[src/rtl/bpp_pkg.sv]
package bpp_pkg;

  // leg sequencer state
  typedef enum logic {
    LEG_HOLD = 1'b0,
    LEG_GAP  = 1'b1
  } leg_st_e;

  // leg indices in the event and gate vectors
  localparam int unsigned NUM_LEGS = 2;
  localparam int unsigned LEG_A    = 0;  // changes over on phase match
  localparam int unsigned LEG_B    = 1;  // changes over on period wrap

endpackage

[src/rtl/bpp_timebase.sv]
module bpp_timebase #(
  parameter int unsigned CW          = 16,
  parameter int unsigned DW          = 8,
  parameter int unsigned DEF_PERIOD  = 400,
  parameter int unsigned DEF_PHASE   = 399,
  parameter int unsigned DEF_DEAD    = 13
) (
  input  logic                         clk,
  input  logic                         rst_n,
  input  logic [CW-1:0]                period_i,
  input  logic [CW-1:0]                phase_i,
  input  logic [DW-1:0]                dead_i,
  output logic [bpp_pkg::NUM_LEGS-1:0] evt_o,
  output logic [DW-1:0]                dead_o
);

  localparam logic [CW-1:0] PER_RST  = CW'(DEF_PERIOD);
  localparam logic [CW-1:0] PH_RST   = CW'(DEF_PHASE);
  localparam logic [DW-1:0] DEAD_RST = DW'(DEF_DEAD);

  logic [CW-1:0] cnt_q, cnt_d;
  logic [CW-1:0] per_q, per_d;
  logic [CW-1:0] ph_q, ph_d;
  logic [DW-1:0] dead_q, dead_d;
  logic          armed_q, armed_d;
  logic          wrap;
  logic          match;

  // candidate shadow values, clamped before capture
  logic [DW-1:0] dead_new;
  logic [CW-1:0] ph_lo, ph_hi, ph_new;

  always_comb begin
    dead_new = (dead_i == '0) ? DW'(1) : dead_i;
    ph_lo    = CW'(dead_new);
    ph_hi    = period_i - CW'(1);
    if (phase_i < ph_lo)      ph_new = ph_lo;
    else if (phase_i > ph_hi) ph_new = ph_hi;
    else                      ph_new = phase_i;
  end

  always_comb begin
    wrap      = (cnt_q == per_q - CW'(1));
    match     = armed_q && (cnt_q == ph_q);
    cnt_d     = wrap ? '0 : cnt_q + CW'(1);
    per_d     = per_q;
    ph_d      = ph_q;
    dead_d    = dead_q;
    armed_d   = armed_q;
    if (wrap) begin
      per_d   = period_i;
      ph_d    = ph_new;
      dead_d  = dead_new;
      armed_d = 1'b1;
    end
  end

  // counter, always enabled
  always_ff @(posedge clk or negedge rst_n) begin
    if (!rst_n) cnt_q <= '0;
    else        cnt_q <= cnt_d;
  end

  // shadow configuration, enabled on wrap only
  always_ff @(posedge clk or negedge rst_n) begin
    if (!rst_n) begin
      per_q   <= PER_RST;
      ph_q    <= PH_RST;
      dead_q  <= DEAD_RST;
      armed_q <= 1'b0;
    end else if (wrap) begin
      per_q   <= per_d;
      ph_q    <= ph_d;
      dead_q  <= dead_d;
      armed_q <= armed_d;
    end
  end

  assign evt_o[bpp_pkg::LEG_A] = match;
  assign evt_o[bpp_pkg::LEG_B] = wrap;
  assign dead_o                = dead_q;

endmodule

[src/rtl/bpp_leg.sv]
module bpp_leg #(
  parameter int unsigned DW = 8
) (
  input  logic          clk,
  input  logic          rst_n,
  input  logic          toggle_i,
  input  logic [DW-1:0] dead_i,
  output logic          hi_o,
  output logic          lo_o
);

  import bpp_pkg::*;

  leg_st_e       st_q, st_d;
  logic          side_q, side_d;  // 1: upper selected, 0: lower selected
  logic [DW-1:0] gap_q, gap_d;
  logic          hi_q, hi_d;
  logic          lo_q, lo_d;
  logic          en;

  always_comb begin
    st_d   = st_q;
    side_d = side_q;
    gap_d  = gap_q;
    hi_d   = hi_q;
    lo_d   = lo_q;
    if (toggle_i) begin
      // turn-off step: both low, select the other switch, start the gap
      hi_d   = 1'b0;
      lo_d   = 1'b0;
      side_d = ~side_q;
      gap_d  = dead_i;
      st_d   = LEG_GAP;
    end else if (st_q == LEG_GAP) begin
      if (gap_q <= DW'(1)) begin
        // turn-on step, same length for either side
        hi_d  = side_q;
        lo_d  = ~side_q;
        gap_d = '0;
        st_d  = LEG_HOLD;
      end else begin
        gap_d = gap_q - DW'(1);
      end
    end
  end

  assign en = toggle_i || (st_q == LEG_GAP);

  always_ff @(posedge clk or negedge rst_n) begin
    if (!rst_n) begin
      st_q   <= LEG_HOLD;
      side_q <= 1'b1;  // first changeover selects the lower switch
      gap_q  <= '0;
      hi_q   <= 1'b0;
      lo_q   <= 1'b0;
    end else if (en) begin
      st_q   <= st_d;
      side_q <= side_d;
      gap_q  <= gap_d;
      hi_q   <= hi_d;
      lo_q   <= lo_d;
    end
  end

  assign hi_o = hi_q;
  assign lo_o = lo_q;

endmodule

[src/rtl/bridge_phase_pwm.sv]
module bridge_phase_pwm #(
  parameter int unsigned CW         = 16,
  parameter int unsigned DW         = 8,
  parameter int unsigned DEF_PERIOD = 400,
  parameter int unsigned DEF_PHASE  = 399,
  parameter int unsigned DEF_DEAD   = 13
) (
  input  logic          clk,
  input  logic          rst_n,
  input  logic [CW-1:0] period_i,
  input  logic [CW-1:0] phase_i,
  input  logic [DW-1:0] dead_i,
  output logic          gate_a_hi_o,
  output logic          gate_a_lo_o,
  output logic          gate_b_hi_o,
  output logic          gate_b_lo_o
);

  import bpp_pkg::*;

  logic                rst_q1;
  logic                rst_int_n;
  logic [NUM_LEGS-1:0] leg_evt;
  logic [NUM_LEGS-1:0] leg_hi;
  logic [NUM_LEGS-1:0] leg_lo;
  logic [DW-1:0]       dead_eff;

  // asynchronous assertion, synchronous release
  always_ff @(posedge clk or negedge rst_n) begin
    if (!rst_n) begin
      rst_q1    <= 1'b0;
      rst_int_n <= 1'b0;
    end else begin
      rst_q1    <= 1'b1;
      rst_int_n <= rst_q1;
    end
  end

  bpp_timebase #(
    .CW         (CW),
    .DW         (DW),
    .DEF_PERIOD (DEF_PERIOD),
    .DEF_PHASE  (DEF_PHASE),
    .DEF_DEAD   (DEF_DEAD)
  ) i_timebase (
    .clk      (clk),
    .rst_n    (rst_int_n),
    .period_i (period_i),
    .phase_i  (phase_i),
    .dead_i   (dead_i),
    .evt_o    (leg_evt),
    .dead_o   (dead_eff)
  );

  for (genvar l = 0; l < NUM_LEGS; l++) begin : g_leg
    bpp_leg #(
      .DW (DW)
    ) i_leg (
      .clk      (clk),
      .rst_n    (rst_int_n),
      .toggle_i (leg_evt[l]),
      .dead_i   (dead_eff),
      .hi_o     (leg_hi[l]),
      .lo_o     (leg_lo[l])
    );
  end

  assign gate_a_hi_o = leg_hi[LEG_A];
  assign gate_a_lo_o = leg_lo[LEG_A];
  assign gate_b_hi_o = leg_hi[LEG_B];
  assign gate_b_lo_o = leg_lo[LEG_B];

endmodule

[config.mk]
export PLATFORM = sky130hd
export DESIGN_NAME = bridge_phase_pwm
export DESIGN_NICKNAME = d
export VERILOG_FILES = /design/src/rtl/bpp_pkg.sv /design/src/rtl/bpp_timebase.sv /design/src/rtl/bpp_leg.sv /design/src/rtl/bridge_phase_pwm.sv
export SDC_FILE = /design/constraint.sdc
export NUM_CORES = 1
export LEC_CHECK = 0
export ABC_AREA = 1
export BUFFER_PORTS_ARGS = -buffer_cell sky130_fd_sc_hd__buf_2
export CELL_PAD_IN_SITES_DETAIL_PLACEMENT = 0
export CELL_PAD_IN_SITES_GLOBAL_PLACEMENT = 1
export CORE_AREA = 2 2 96 144
export CTS_BUF_LIST = sky130_fd_sc_hd__clkbuf_4 sky130_fd_sc_hd__clkbuf_8 sky130_fd_sc_hd__clkbuf_16
export DETAILED_ROUTE_END_ITERATION = 8
export DIE_AREA = 0 0 98 146
export GPL_ROUTABILITY_DRIVEN = 0
export GPL_TIMING_DRIVEN = 1
export PLACE_DENSITY_LB_ADDON = 0.1
export SLEW_MARGIN = 20
export SYNTH_ARGS = -nofsm -noshare
export SYNTH_HDL_FRONTEND = slang
export SYNTH_SLANG_ARGS = --single-unit
[constraint.sdc]
create_clock -name clk -period 4.1 [get_ports clk]
set_clock_uncertainty 0.15 [all_clocks]
set_input_delay 0.82 -clock clk [delete_from_list [all_inputs] [get_ports clk]]
set_output_delay 0.82 -clock clk [all_outputs]
set_load 0.03 [all_outputs]
### Yosys cells after proc, flatten, opt, wreduce, memory -nomap -nowiden

Cells that the tools add are included.
Widths: inputs -> output; s select.

| word-level totals | value |
|---|---|
| logic and storage cells | 72 |
| memory bits (writable) | 0 |
| latch bits | 0 |
| memories kept | 0 |
| register bits | 83 |
| ROM bits | 0 |

| operators by class | value |
|---|---|
| muxes and demuxes | 28 |
| reductions and logical operators | 14 |
| add/subtract/negate cells | 5 |
| bitwise logic cells | 2 |
| shift operators | 0 |
| order comparisons | 4 |
| multipliers | 0 |
| div/mod/pow operators | 0 |
| eq/ne operators | 2 |

Operators by type and width:

| operator | number |
|---|---|
| $mux 8 | 7 |
| $mux 16 | 3 |
| $eq 16x16->1 | 2 |
| $sub 16x1->16 const B | 2 |
| $mux 1 | 18 |
| $add 16x1->16 const B | 1 |
| $gt 16x16->1 | 1 |
| $le 8x1->1 const B | 2 |
| $lt 16x8->1 | 1 |
| $sub 8x1->8 const B | 2 |
| $logic_not 8->1 | 1 |
| $reduce_and 2->1 | 4 |
| $reduce_bool 2->1 | 4 |
| $reduce_and 3->1 | 2 |
| $logic_or 1x1->1 | 2 |
| $not 1->1 | 2 |
| $logic_and 1x1->1 | 1 |

### Depth between registers and ports, before layout

Gate-level depths: netlist (run 1).

| logic depth | value |
|---|---|
| depth after elaboration | 4 |
| depth in mapped cells | 22 |
| mapped depth without buffers | 22 |

### By module

Synthesis (run 1) repeated with hierarchy kept, for this count alone.

| second synthesis, totals | value |
|---|---|
| cell total of the unflattened synthesis | 896 |
| area total of the unflattened synthesis | 6267.3 sq um |

Modules (own cells, without submodules):

| module | cells each | sequential area each (sq um) | times used | area each (sq um) |
|---|---|---|---|---|
| bpp_timebase | 697 | 1441.4 | 1 | 4692.0 |
| bpp_leg | 98 | 301.5 | 2 | 760.7 |
| bridge_phase_pwm | 3 | 50.0 | 1 | 53.8 |

### Least setup slack after synthesis (run 1)

Ideal clock, no wire load.

| path | value |
|---|---|
| kind | input port to flip-flop |
| start | in period_i[0] |
| end | reg i_timebase.ph_q[4] |
| arrival time | 3.103 ns |
| slack | 0.729 ns |
| cell stages on the path | 20 |
| data required time | 3.833 ns |
| library setup time | 0.117 ns |
| path buffers | 1 |
| cells stage by stage | inv_1 ha_1 nand2_1 nor2_1 nand2_1 nor2_1 nand3_1 xor2_1 inv_1 ha_1 nand2_1 nor3_1 nand4_1 nand2_1 clkbuf_1 nand2_1 nand2_1 nand2_1 nand3_1 nand2_1 |

| between the ends | value |
|---|---|
| cells in the longest elaborated chain, start to end | 4 |

Ends and longest elaborated chain:

| what | line | text |
|---|---|---|
| start, declared | bridge_phase_pwm.sv:10 | `input logic [CW-1:0] period_i,` |
| $sub 16x1->16 (*) | bpp_timebase.sv:36 | `ph_hi = period_i - CW'(1);` |
| $gt 16x16->1 | bpp_timebase.sv:38 | `else if (phase_i > ph_hi) ph_new = ph_hi;` |
| $mux 16 (*) | bpp_timebase.sv:38 |  |
| $mux 16 (*) | bpp_timebase.sv:37 | `if (phase_i < ph_lo) ph_new = ph_lo;` |
| end signal, assigned | bpp_timebase.sv:73 | `ph_q <= ph_d;` |
| end, declared | bpp_timebase.sv:23 | `logic [CW-1:0] ph_q, ph_d;` |

Every way passes the cells marked *; elsewhere a longest branch is shown, timed or not.
A chain may end at the register's enable or synchronous reset.

### Worst setup path after layout (run 1)

| path | value |
|---|---|
| start | in period_i[1] |
| end | reg i_timebase.ph_q[11] |

Same word-level chain as after synthesis.

==> run metrics, run 1 <==
Post-Syn Instances=874; post-synth top area share=28.29%; Reg clk slew, reported paths=60 ps; Core ar.=0.01295 mm²; register area share after synthesis=between 30% and 40%; Ys Warns=0; worst-path fanout max=16; max-cap violation count=0; H-tree levels=3; cts hold-fix bufs=0; DP HPWL=12.57 mm; Initial Util=47.12%; largest net degree at the start of global routing=87; Final Hold Viols=0; met3 Use GR=around 3.6%; Comb power frac=about a tenth; total track usage=23.62%; switching pwr=0.0004541 W; RSZ-0062 raised after global routing=false; Vias=5556; clock latency on the worst-skew pair=340 ps; number of synthesized flops with an enable pin=0; Die Area=0.01431 mm²; PwrDens=280.0 mW/mm²; port buffer count=45; remaining global-route overflow=0; Largest delay share family, worst path=simple AND/OR/NAND/NOR gates; post-detailed-route count of antenna-violating nets=0; FFs w/ async S/R, synth=100.0%; Synth Register Bits=83; slowest stage delay, CP=290 ps; DRT iter0 DRCs=255; Finished Layout Cells=roughly 1100; syn_nets=~950; post-DR vias/cell=5.154; Final setup viols=0; Syn Area/Cell=6.983 µm²; area of the mapped netlist=about 0.0061 mm²; most frequent cells after synthesis=241 x nand2_1, 103 x nand3_1, 102 x inv_1; met2 usage=45.38%; VDD IR max=0.1935 mV; ranking of synthesized cells by area=dfrtp_1 28%, nand2_1 15%, nand3_1 8.4%; critical path's slowest cell=o21ai_0; critical path depth=20; data required time of the worst path=4230 ps; CP Launch Type=primary input; Setup Fix Bufs, Post-CTS=0; Inst Count DP=1061; post-detailed-route wirelength per cell=15.04 µm; layer with the highest usage=met2; final antenna diode count=0; crit end category=flop; fmax=0.2842 GHz; hold crit path type=in2async; width of the chip=~100 µm; Power Internal=approximately 0.0015 W; vias in the first global route=between 5000 and 6000; post-layout net count=986; cts bufs inserted=9; Pins Over Slew Limit=0; critical path class=in2reg; worst slew pin tran=just over 800 ps; Reg power frac=43.4%; DRC viols=0; largest area contributor in the netlist=dfrtp_1; relative slew slack=45.26%; Final Cycle Share=85.82%; IO Count=46; GR Layer Usage met1=25.80%; antenna violations before repair=0; synthesis-to-layout area growth=11.75%; Cell Chain, Critical Path=buf_2 > inv_1 > ha_1 > nand2_1 > nor2_1 > nand2_1 > nor2_1 > nand3_1 > xor2_1 > inv_1 > ha_1 > nand2_1 > nor3_1 > nand2_1 > nand2_1 > nand2_1 > buf_12 > o21ai_0 > nand3_1 > nand2_1; Worst Path Buf+Inv=4; Total Neg Setup Slack=0 ps; Clock power frac=between 40% and 50%; most common cell in the netlist=nand2_1; Max Buffers Root-to-Sink=2; Synth Flop Type=dfrtp_1; CTS resizes=0; CP dominant cell by count=nand2_1; first-pass detailed-route iteration total=4; worst r2r path cells=12; Sw Share=23.78%; outcome=complete, no violations; Detailed Route WL=between 15 and 20 mm; Worst Path Arrival=about 3700 ps; root buffer cell=clkbuf_16; CTS tree=done; # clock sinks=83; Netlist cell types=39; layout cells sized above 1=11.75%; LEAKAGE=3.568 nW; first-pass GRT wire length=27.03 mm; Tmin final=3519 ps; Die H=146 µm; # rows=51
[path summary, 6_finish.rpt]
kind | startpoint | to | slack [ps]
max in group asynchronous | rst_int_n$_DFF_PN0_ | g_leg[1].i_leg.side_q$_DFFE_PN1P_ | 2980
min in group clk | rst_q1$_DFF_PN0_ | rst_int_n$_DFF_PN0_ | 210
worst max-delay path | period_i[1] | i_timebase.ph_q[11]$_DFFE_PN0N_ | 580
worst min register to register | rst_int_n$_DFF_PN0_ | i_timebase.ph_q[10]$_DFFE_PN0N_ | 150
worst min-delay path | rst_n | rst_int_n$_DFF_PN0_ | 90
worst max register to register | i_timebase.per_q[0]$_DFFE_PN0N_ | g_leg[1].i_leg.gap_q[5]$_DFFE_PN0P_ | 1210
[layout make-up]
type	count	area, µm²
clock buffers	12	254.0
fillers	1320	6133
clock inverters	4	75.07
inverters	107	401.6
multi-input cells	660	3475
flip-flops and latches	83	2098
repair buffers	53	317.8
well taps	159	198.9
[power groups by stage]
stage | clock network [W] | registers, W | logic (W)
detailed placement | 0 | 0.000852 | 0.000172
floorplan | 0 | 0.000847 | 0.000102
CTS | 0.000916 | 0.000838 | 0.000173
global route | 0.000951 | 0.000829 | 0.000211
global placement | 0 | 0.000852 | 0.000170
finish | 0.000898 | 0.000828 | 0.000183
[kinds of logic (layout without fill, tap and decap cells)]
kind of cell / Yosys count / after routing / share of synthesized area (%)
other cells: 1 / 1 / 0.06144
compound gates: 72 / 72 / 6.458
fa+ha+maj: 30 / 30 / 6.150
buf+inv: 131 / 176 / 8.754
xor+xnor: 51 / 51 / 7.318
flops: 83 / 83 / 34.32
simple gates: 506 / 506 / 36.94
[stage by stage]
| step | util (%) | total power (W) | cell area (µm²) | hold WS [ps] | worst slack (ps) |
|---|---|---|---|---|---|
| floorplan | - | 0.0009485 | 6103 | 181.2 | 729.4 |
| CTS | 52.44 | 0.001927 | 6793 | 85.89 | 585.1 |
| finish | 52.65 | 0.001910 | 6820 | 94.56 | 581.4 |
| global route | 52.65 | 0.001991 | 6820 | 91.34 | 294.7 |
| detailed placement | 49.90 | 0.001025 | 6464 | 189.5 | 245.0 |
| global placement | 49.90 | 0.001022 | 6464 | 194.2 | 332.0 |
[metal layers]
metal	wire length, µm	up-vias
li1	-	2898
met1	6462	2571
met2	8998	60
met3	335	27
met4	413	0
met5	0	-
[cell usage in the layout, fill, tap and decap left out, drive strengths merged, types with 6 or more instances in the layout]
cell type  count
or2            7
buf           53
ha            30
xor2          35
nand2        244
clkbuf        12
o21ai         42
dfstp         14
nor3           9
nand4         26
dfrtp         69
nand3        105
nor2          98
inv          104
xnor2         16
nand3b         6
a21oi         18
[sequential cells by signal, indices dropped and copies added (netlist names)]
register and flops:
rst_q1 1, g_leg.i_leg.side_q 2, g_leg.i_leg.gap_q 16, i_timebase.per_q 16, i_timebase.cnt_q 16, i_timebase.dead_o 8
i_timebase.ph_q 16, i_timebase.armed_q 1, rst_int_n 1, g_leg.i_leg.hi_o 2, g_leg.i_leg.lo_o 2, g_leg.i_leg.st_q 2
(Power assumes the default switching activity.)
==> run 2: changes to the inputs <==
--- a/config.mk
+++ b/config.mk
@@ -15,7 +15,7 @@
 export DIE_AREA = 0 0 98 146
 export GPL_ROUTABILITY_DRIVEN = 0
 export GPL_TIMING_DRIVEN = 1
-export PLACE_DENSITY_LB_ADDON = 0.1
+export PLACE_DENSITY = 0.88
 export SLEW_MARGIN = 20
 export SYNTH_ARGS = -nofsm -noshare
 export SYNTH_HDL_FRONTEND = slang
==> run 2 against run 1 <==
  * Sequential share of layout area about the same
  * Combinational power down 4%
  * First-iteration DRC count up 11%
  * Clock-buffer cell count down 2
  * Die area unchanged
  * Via count unchanged
  * Register-to-register slack worse by 190 ps
  * Wire length down 9.2%
  * Critical path depth unchanged
  * Worst hold slack worse by 6.8 ps
  * Non-clock buffer count down 2
==> run metrics, run 2 (synthesized netlist as in run 1, its figures left out) <==
outcome=complete, no violations; reg2reg setup slack=1020 ps (-190 ps); DRC viols=0 (unchanged); Tmin final=3468 ps (-50.18 ps); RSZ-0062 raised after global routing=false; Final Cycle Share=84.60% (-1.2 points); Total Neg Setup Slack=0 ps (unchanged); Die H=146 µm (unchanged); Pins Over Slew Limit=0 (unchanged); largest net degree at the start of global routing=82 (-5.7%); CP Launch Type=primary input; vias in the first global route=5352 (-3.4%); synthesis-to-layout area growth=11.58%; hold crit path type=reg2async; Largest delay share family, worst path=simple AND/OR/NAND/NOR gates; post-detailed-route wirelength per cell=13.68 µm (-9.0%); Worst Path Arrival=3560 ps (-90 ps); final antenna diode count=0 (unchanged); port buffer count=45 (unchanged); slowest stage delay, CP=280 ps (about the same); Worst Path Buf+Inv=4 (unchanged); layout cells sized above 1=11.56% (-0.19 points); # clock sinks=83 (unchanged); Worst R2R Start=i_timebase.per_q[0]$_DFFE_PN0N_; commonest non-fill, non-tap cell in the layout=nand2_1; VDD IR max=0.2062 mV (+6.6%); CP dominant cell by count=nand2_1; DP HPWL=11.54 mm (-8.2%); CTS resizes=0 (unchanged); worst-path fanout max=22 (+6); Final Hold Viols=0 (unchanged); Die Area=0.01431 mm² (unchanged); Reg clk slew, reported paths=70 ps (about the same); Max Buffers Root-to-Sink=2 (unchanged); max-cap violation count=0 (unchanged); root buffer cell=clkbuf_16; post-DR vias/cell=5.164 (+0.19%); Final setup viols=0 (unchanged); DRT iter0 DRCs=283 (+11%); Setup Fix Bufs, Post-CTS=0 (unchanged); worst slew pin tran=896.0 ps (+74.92 ps); LEAKAGE=3.560 nW (-0.24%); H-tree levels=3 (unchanged); CTS tree=done; crit end category=flop; IO Count=46 (unchanged); # rows=51 (unchanged); critical path's slowest cell=nor3_1; critical path class=in2reg; post-layout net count=984 (-0.20%); relative slew slack=40.05% (-5.2 points); cts bufs inserted=9 (unchanged); worst r2r path cells=12 (unchanged); antenna violations before repair=0 (unchanged); data required time of the worst path=4190 ps (-40 ps); first-pass detailed-route iteration total=5 (+1); Vias=5556 (unchanged); cts hold-fix bufs=0 (unchanged); fmax=0.2883 GHz (+1.4%); clock latency on the worst-skew pair=350 ps (about the same); fill count=1322 (+0.15%); Detailed Route WL=14.73 mm (-9.2%); Cell Chain, Critical Path=buf_2 > inv_1 > ha_1 > nand2_1 > nor2_1 > nand2_1 > nor2_1 > nand2_1 > xor2_1 > inv_1 > ha_1 > nand2_1 > nor3_1 > nand4_1 > nand2_1 > buf_4 > nand2_1 > o21ai_0 > nand2_1 > o21ai_0; Initial Util=47.12% (unchanged); total track usage=21.43% (-2.2 points); remaining global-route overflow=0 (unchanged); final core utilization=52.57% (-0.077 points); PwrDens=278.4 mW/mm² (-0.57%); most frequent cells in the layout=241 x nand2_1, 103 x nand3_1, 102 x inv_1, 87 x nor2_1, 68 x dfrtp_1; post-detailed-route count of antenna-violating nets=0 (unchanged); worst r2r dst=g_leg[1].i_leg.gap_q[7]$_DFFE_PN0P_; Core ar.=0.01295 mm² (unchanged); width of the chip=98 µm (unchanged); first-pass GRT wire length=25.24 mm (-6.6%)
-- run 2: power by group --
group | leakage (nW) | switching [W] | total, W | internal (W)
logic | 2.51 | 0.000110 | 0.000176 | 0.0000665
clock network | 0.157 | 0.000338 | 0.000894 | 0.000556
registers | 0.889 | 0.00000495 | 0.000826 | 0.000821
-- run 2: layout make-up --
class                   count  area (µm²)  share of cell area (%)
clock buffers              10       239.0                   3.509
clock inverters             6       95.09                   1.396
inverters                 107       401.6                   5.897
multi-input cells         660        3475                   51.02
flip-flops and latches     83        2098                   30.81
well taps                 159       198.9                   2.921
repair buffers             51       302.8                   4.446
-- run 2: worst max path at each step --
| stage | startpoint | end | cells past startpoint |
|---|---|---|---|
| 2_1_floorplan | period_i[0] | i_timebase.ph_q[4]$_DFFE_PN0N_ | 20 |
| 3_3_place_gp | period_i[0] | i_timebase.ph_q[5]$_DFFE_PN0N_ | 21 |
| 3_5_place_dp | period_i[0] | i_timebase.ph_q[10]$_DFFE_PN0N_ | 20 |
| 4_1_cts | period_i[0] | i_timebase.ph_q[10]$_DFFE_PN0N_ | 20 |
| 5_1_grt | period_i[0] | i_timebase.ph_q[10]$_DFFE_PN0N_ | 20 |
| 6_report | period_i[0] | i_timebase.ph_q[10]$_DFFE_PN0N_ | 20 |
-- run 2: per-stage QoR --
step	worst slack, ps	hold slack [ps]	std cells	cell area, µm²	power (W)
after global routing	158.8	90.50	1076	6810	0.001970
after global placement	402.2	189.2	1059	6449	0.001015
final	631.5	87.73	1076	6810	0.001896
after detailed placement	263.7	204.3	1059	6449	0.001015
after floorplan	729.4	181.2	874	6103	0.0009485
after CTS	614.0	87.97	1075	6783	0.001911
-- run 2: metal layers --
layer / global-route usage [%] / up-vias / routed length [µm]
met1: 27.76 / 2568 / 6708
met2: 37.74 / 74 / 7458
met3: 2.161 / 17 / 296
met5: 0 / - / 0
li1: - / 2897 / -
met4: 6.111 / 0 / 261
-- run 2: worst register-to-register path: stages (launching register included) --
cell,delay [ps]
dfrtp_1,430
inv_1,160
ha_1,310
nand2_4,110
nor2_1,170
nand2_1,90
xor2_1,160
nand2_1,80
nor2_2,120
nand3_2,550
buf_12,430
nand3_1,110
nand3_1,90
==> run 3: changes to the inputs <==
--- a/config.mk
+++ b/config.mk
@@ -9,13 +9,13 @@
 export BUFFER_PORTS_ARGS = -buffer_cell sky130_fd_sc_hd__buf_2
 export CELL_PAD_IN_SITES_DETAIL_PLACEMENT = 0
 export CELL_PAD_IN_SITES_GLOBAL_PLACEMENT = 1
-export CORE_AREA = 2 2 96 144
+export CORE_AREA = 2 2 100 150
 export CTS_BUF_LIST = sky130_fd_sc_hd__clkbuf_4 sky130_fd_sc_hd__clkbuf_8 sky130_fd_sc_hd__clkbuf_16
 export DETAILED_ROUTE_END_ITERATION = 8
-export DIE_AREA = 0 0 98 146
+export DIE_AREA = 0 0 102 152
 export GPL_ROUTABILITY_DRIVEN = 0
 export GPL_TIMING_DRIVEN = 1
-export PLACE_DENSITY = 0.88
+export PLACE_DENSITY = 0.83
 export SLEW_MARGIN = 20
 export SYNTH_ARGS = -nofsm -noshare
 export SYNTH_HDL_FRONTEND = slang
==> constraint.sdc (replaced) <==
create_clock -name clk -period 3.5 [get_ports clk]
set_clock_uncertainty 0.15 [all_clocks]
set_input_delay 0.7 -clock clk [delete_from_list [all_inputs] [get_ports clk]]
set_output_delay 0.7 -clock clk [all_outputs]
set_load 0.03 [all_outputs]
==> run 3 against run 2 <==
  * Die area grew 8.4%
  * Utilization down 3.7 points
  * First-iteration DRC count shrank 6.7%
  * Worst hold slack improved by 120 ps
  * Wire length grew 4.5%
  * Register-to-register slack worse by 340 ps
  * Largest cell class unchanged
==> run metrics, run 3 (synthesized netlist as in run 1, its figures left out) <==
DRC viols=0 (unchanged); critical path class=in2reg; fmax=0.3169 GHz; max-cap violation count=0 (unchanged); most frequent cells in the layout=241 x nand2_1, 103 x nand3_1, 102 x inv_1, 86 x nor2_1, 68 x dfrtp_1; first-pass detailed-route iteration total=4 (-1); largest net degree at the start of global routing=74 (-9.8%); total track usage=21.17% (-0.26 points); hold depth=0; routed length on met1=6.741 mm (+0.49%); met2 routed WL=7.928 mm (+6.3%); outcome=complete, no violations; RSZ-0062 raised after global routing=false; Initial Util=42.61% (-4.5 points); antenna violations before repair=0 (unchanged); CTS tree=done; post-DR vias/cell=4.964 (-3.9%); width of the chip=102 µm (+4.1%); Die Area=0.01550 mm² (+8.4%); hold slack=205.1 ps (+117.4 ps); Worst Path Arrival=3280 ps (-280 ps); CP Launch Type=primary input; Final Hold Viols=0 (unchanged); slowest stage delay, CP=260 ps (-20 ps); H-tree levels=3 (unchanged); Die H=152 µm (+4.1%); layout cells sized above 1=13.37% (+1.8 points); cts bufs inserted=9 (unchanged); data required time of the worst path=3630 ps (-560 ps); Worst Path Buf+Inv=5 (+1); worst r2r dst=g_leg[1].i_leg.gap_q[0]$_DFFE_PN0P_; first-pass GRT wire length=26.16 mm (+3.7%); remaining global-route overflow=0 (unchanged); Cell Chain, Critical Path=buf_2 > inv_1 > ha_1 > nand2_1 > nor2_1 > nand2_1 > nor2_2 > buf_4 > nand2_1 > xor2_1 > inv_1 > ha_1 > nand2_1 > nor3_2 > nand2_1 > nand2_1 > nand2_1 > buf_12 > o21ai_0 > nand3_1 > nand2_1; post-layout net count=1002 (+1.8%); launch point of the critical path=period_i[0]; uppermost layer routed=met4; Core ar.=0.01432 mm² (+11%); Final setup viols=0 (unchanged); CP dominant cell by count=nand2_1; final antenna diode count=0 (unchanged); Final Cycle Share=90.16%; DR WL met3=311 µm (+5.1%); root buffer cell=clkbuf_16; hold crit path type=reg2reg; VDD IR max=0.2083 mV (+1.0%); reg2reg setup slack=680 ps (-340 ps); worst r2r path cells=12 (unchanged); PwrDens=321.9 mW/mm² (+16%); Critical Path Sink=i_timebase.ph_q[11]$_DFFE_PN0N_; synthesis-to-layout area growth=14.62%; DP HPWL=12.27 mm (+6.4%); Max Buffers Root-to-Sink=2 (unchanged); Detailed Route WL=15.39 mm (+4.5%); relative slew slack=34.95% (-5.1 points); Worst R2R Start=i_timebase.per_q[0]$_DFFE_PN0N_; critical path's slowest cell=ha_1; crit end category=flop; post-detailed-route count of antenna-violating nets=0 (unchanged); Tmin final=3156 ps; worst-path fanout max=22 (unchanged); Pins Over Slew Limit=0 (unchanged); DRT iter0 DRCs=264 (-6.7%); Final Cell Area=0.006995 mm² (+2.7%); vias in the first global route=5449 (+1.8%); critical path depth=21 (+5.0%); Reg clk slew, reported paths=70 ps (about the same); Vias=5614 (+1.0%); # clock sinks=83 (unchanged); post-detailed-route wirelength per cell=13.60 µm (-0.59%); LEAKAGE=3.648 nW (+2.5%); Finished Layout Cells=1131 (+5.1%); port buffer count=45 (unchanged); worst slew pin tran=975.7 ps (+79.68 ps); Inst Count DP=1113 (+5.1%); commonest non-fill, non-tap cell in the layout=nand2_1; clock latency on the worst-skew pair=340 ps (about the same); Largest delay share family, worst path=simple AND/OR/NAND/NOR gates; IO Count=46 (unchanged); # rows=54 (+5.9%); placed cell areas=0.006635 mm² (+2.9%)
[run 3: cell count changes in the layout (fill, tap and decap cells not counted), sizes merged]
cell / previous run / this run
dlygate4sd3: 0 / 1
clkinvlp: 2 / 1
clkinv: 3 / 4
buf: 51 / 68
[run 3: per-stage QoR]
step | utilization [%] | power, W | setup WS, ps | setup TNS [ps]
after floorplan | - | 0.001111 | 249.4 | 0
after global placement | 46.32 | 0.001204 | -3.337 | -6.559
after detailed placement | 46.32 | 0.001206 | -98.30 | -486.6
after CTS | 48.73 | 0.002266 | 236.1 | 0
after global routing | 48.84 | 0.002347 | 20.46 | 0
final | 48.84 | 0.002252 | 344.2 | 0
[run 3: per-layer routing]
layer  up-vias  track usage, %
met5         -               0
met4         0           7.556
met3        24           1.794
met2        78           36.56
met1      2579           27.28
li1       2933               -
[run 3: timing repair]
| action | in CTS | in global routing |
|---|---|---|
| setup endpoints to repair | 0 | 7 |
| hold endpoints to repair | 2 | 0 |
| setup buffers | 0 | 1 |
| hold buffers | 1 | 0 |
| gates resized for setup | 0 | 5 |
[run 3: where the power goes]
| part | internal, W | switching, W | leakage [nW] |
|---|---|---|---|
| registers | 0.000961 | 0.0000164 | 0.889 |
| clock network | 0.000654 | 0.000410 | 0.161 |
| logic | 0.0000868 | 0.000124 | 2.60 |
[run 3: worst min-delay path by stage]
stage                     startpoint                  end  slack [ps]
finish              rst_q1$_DFF_PN0_  rst_int_n$_DFF_PN0_         210
global route        rst_q1$_DFF_PN0_  rst_int_n$_DFF_PN0_         210
floorplan           rst_q1$_DFF_PN0_  rst_int_n$_DFF_PN0_         180
CTS                 rst_q1$_DFF_PN0_  rst_int_n$_DFF_PN0_         210
detailed placement  rst_q1$_DFF_PN0_  rst_int_n$_DFF_PN0_         190
global placement    rst_q1$_DFF_PN0_  rst_int_n$_DFF_PN0_         190
[run 3: layout make-up]
cell class,count,area (µm²)
Clock inverter,6,96.34
Inverter,107,401.6
Sequential cell,83,2098
Multi-Input combinational cell,660,3482
Fill cell,1549,7328
Clock buffer,10,239.0
Tap cell,196,245.2
Timing Repair Buffer,69,432.9
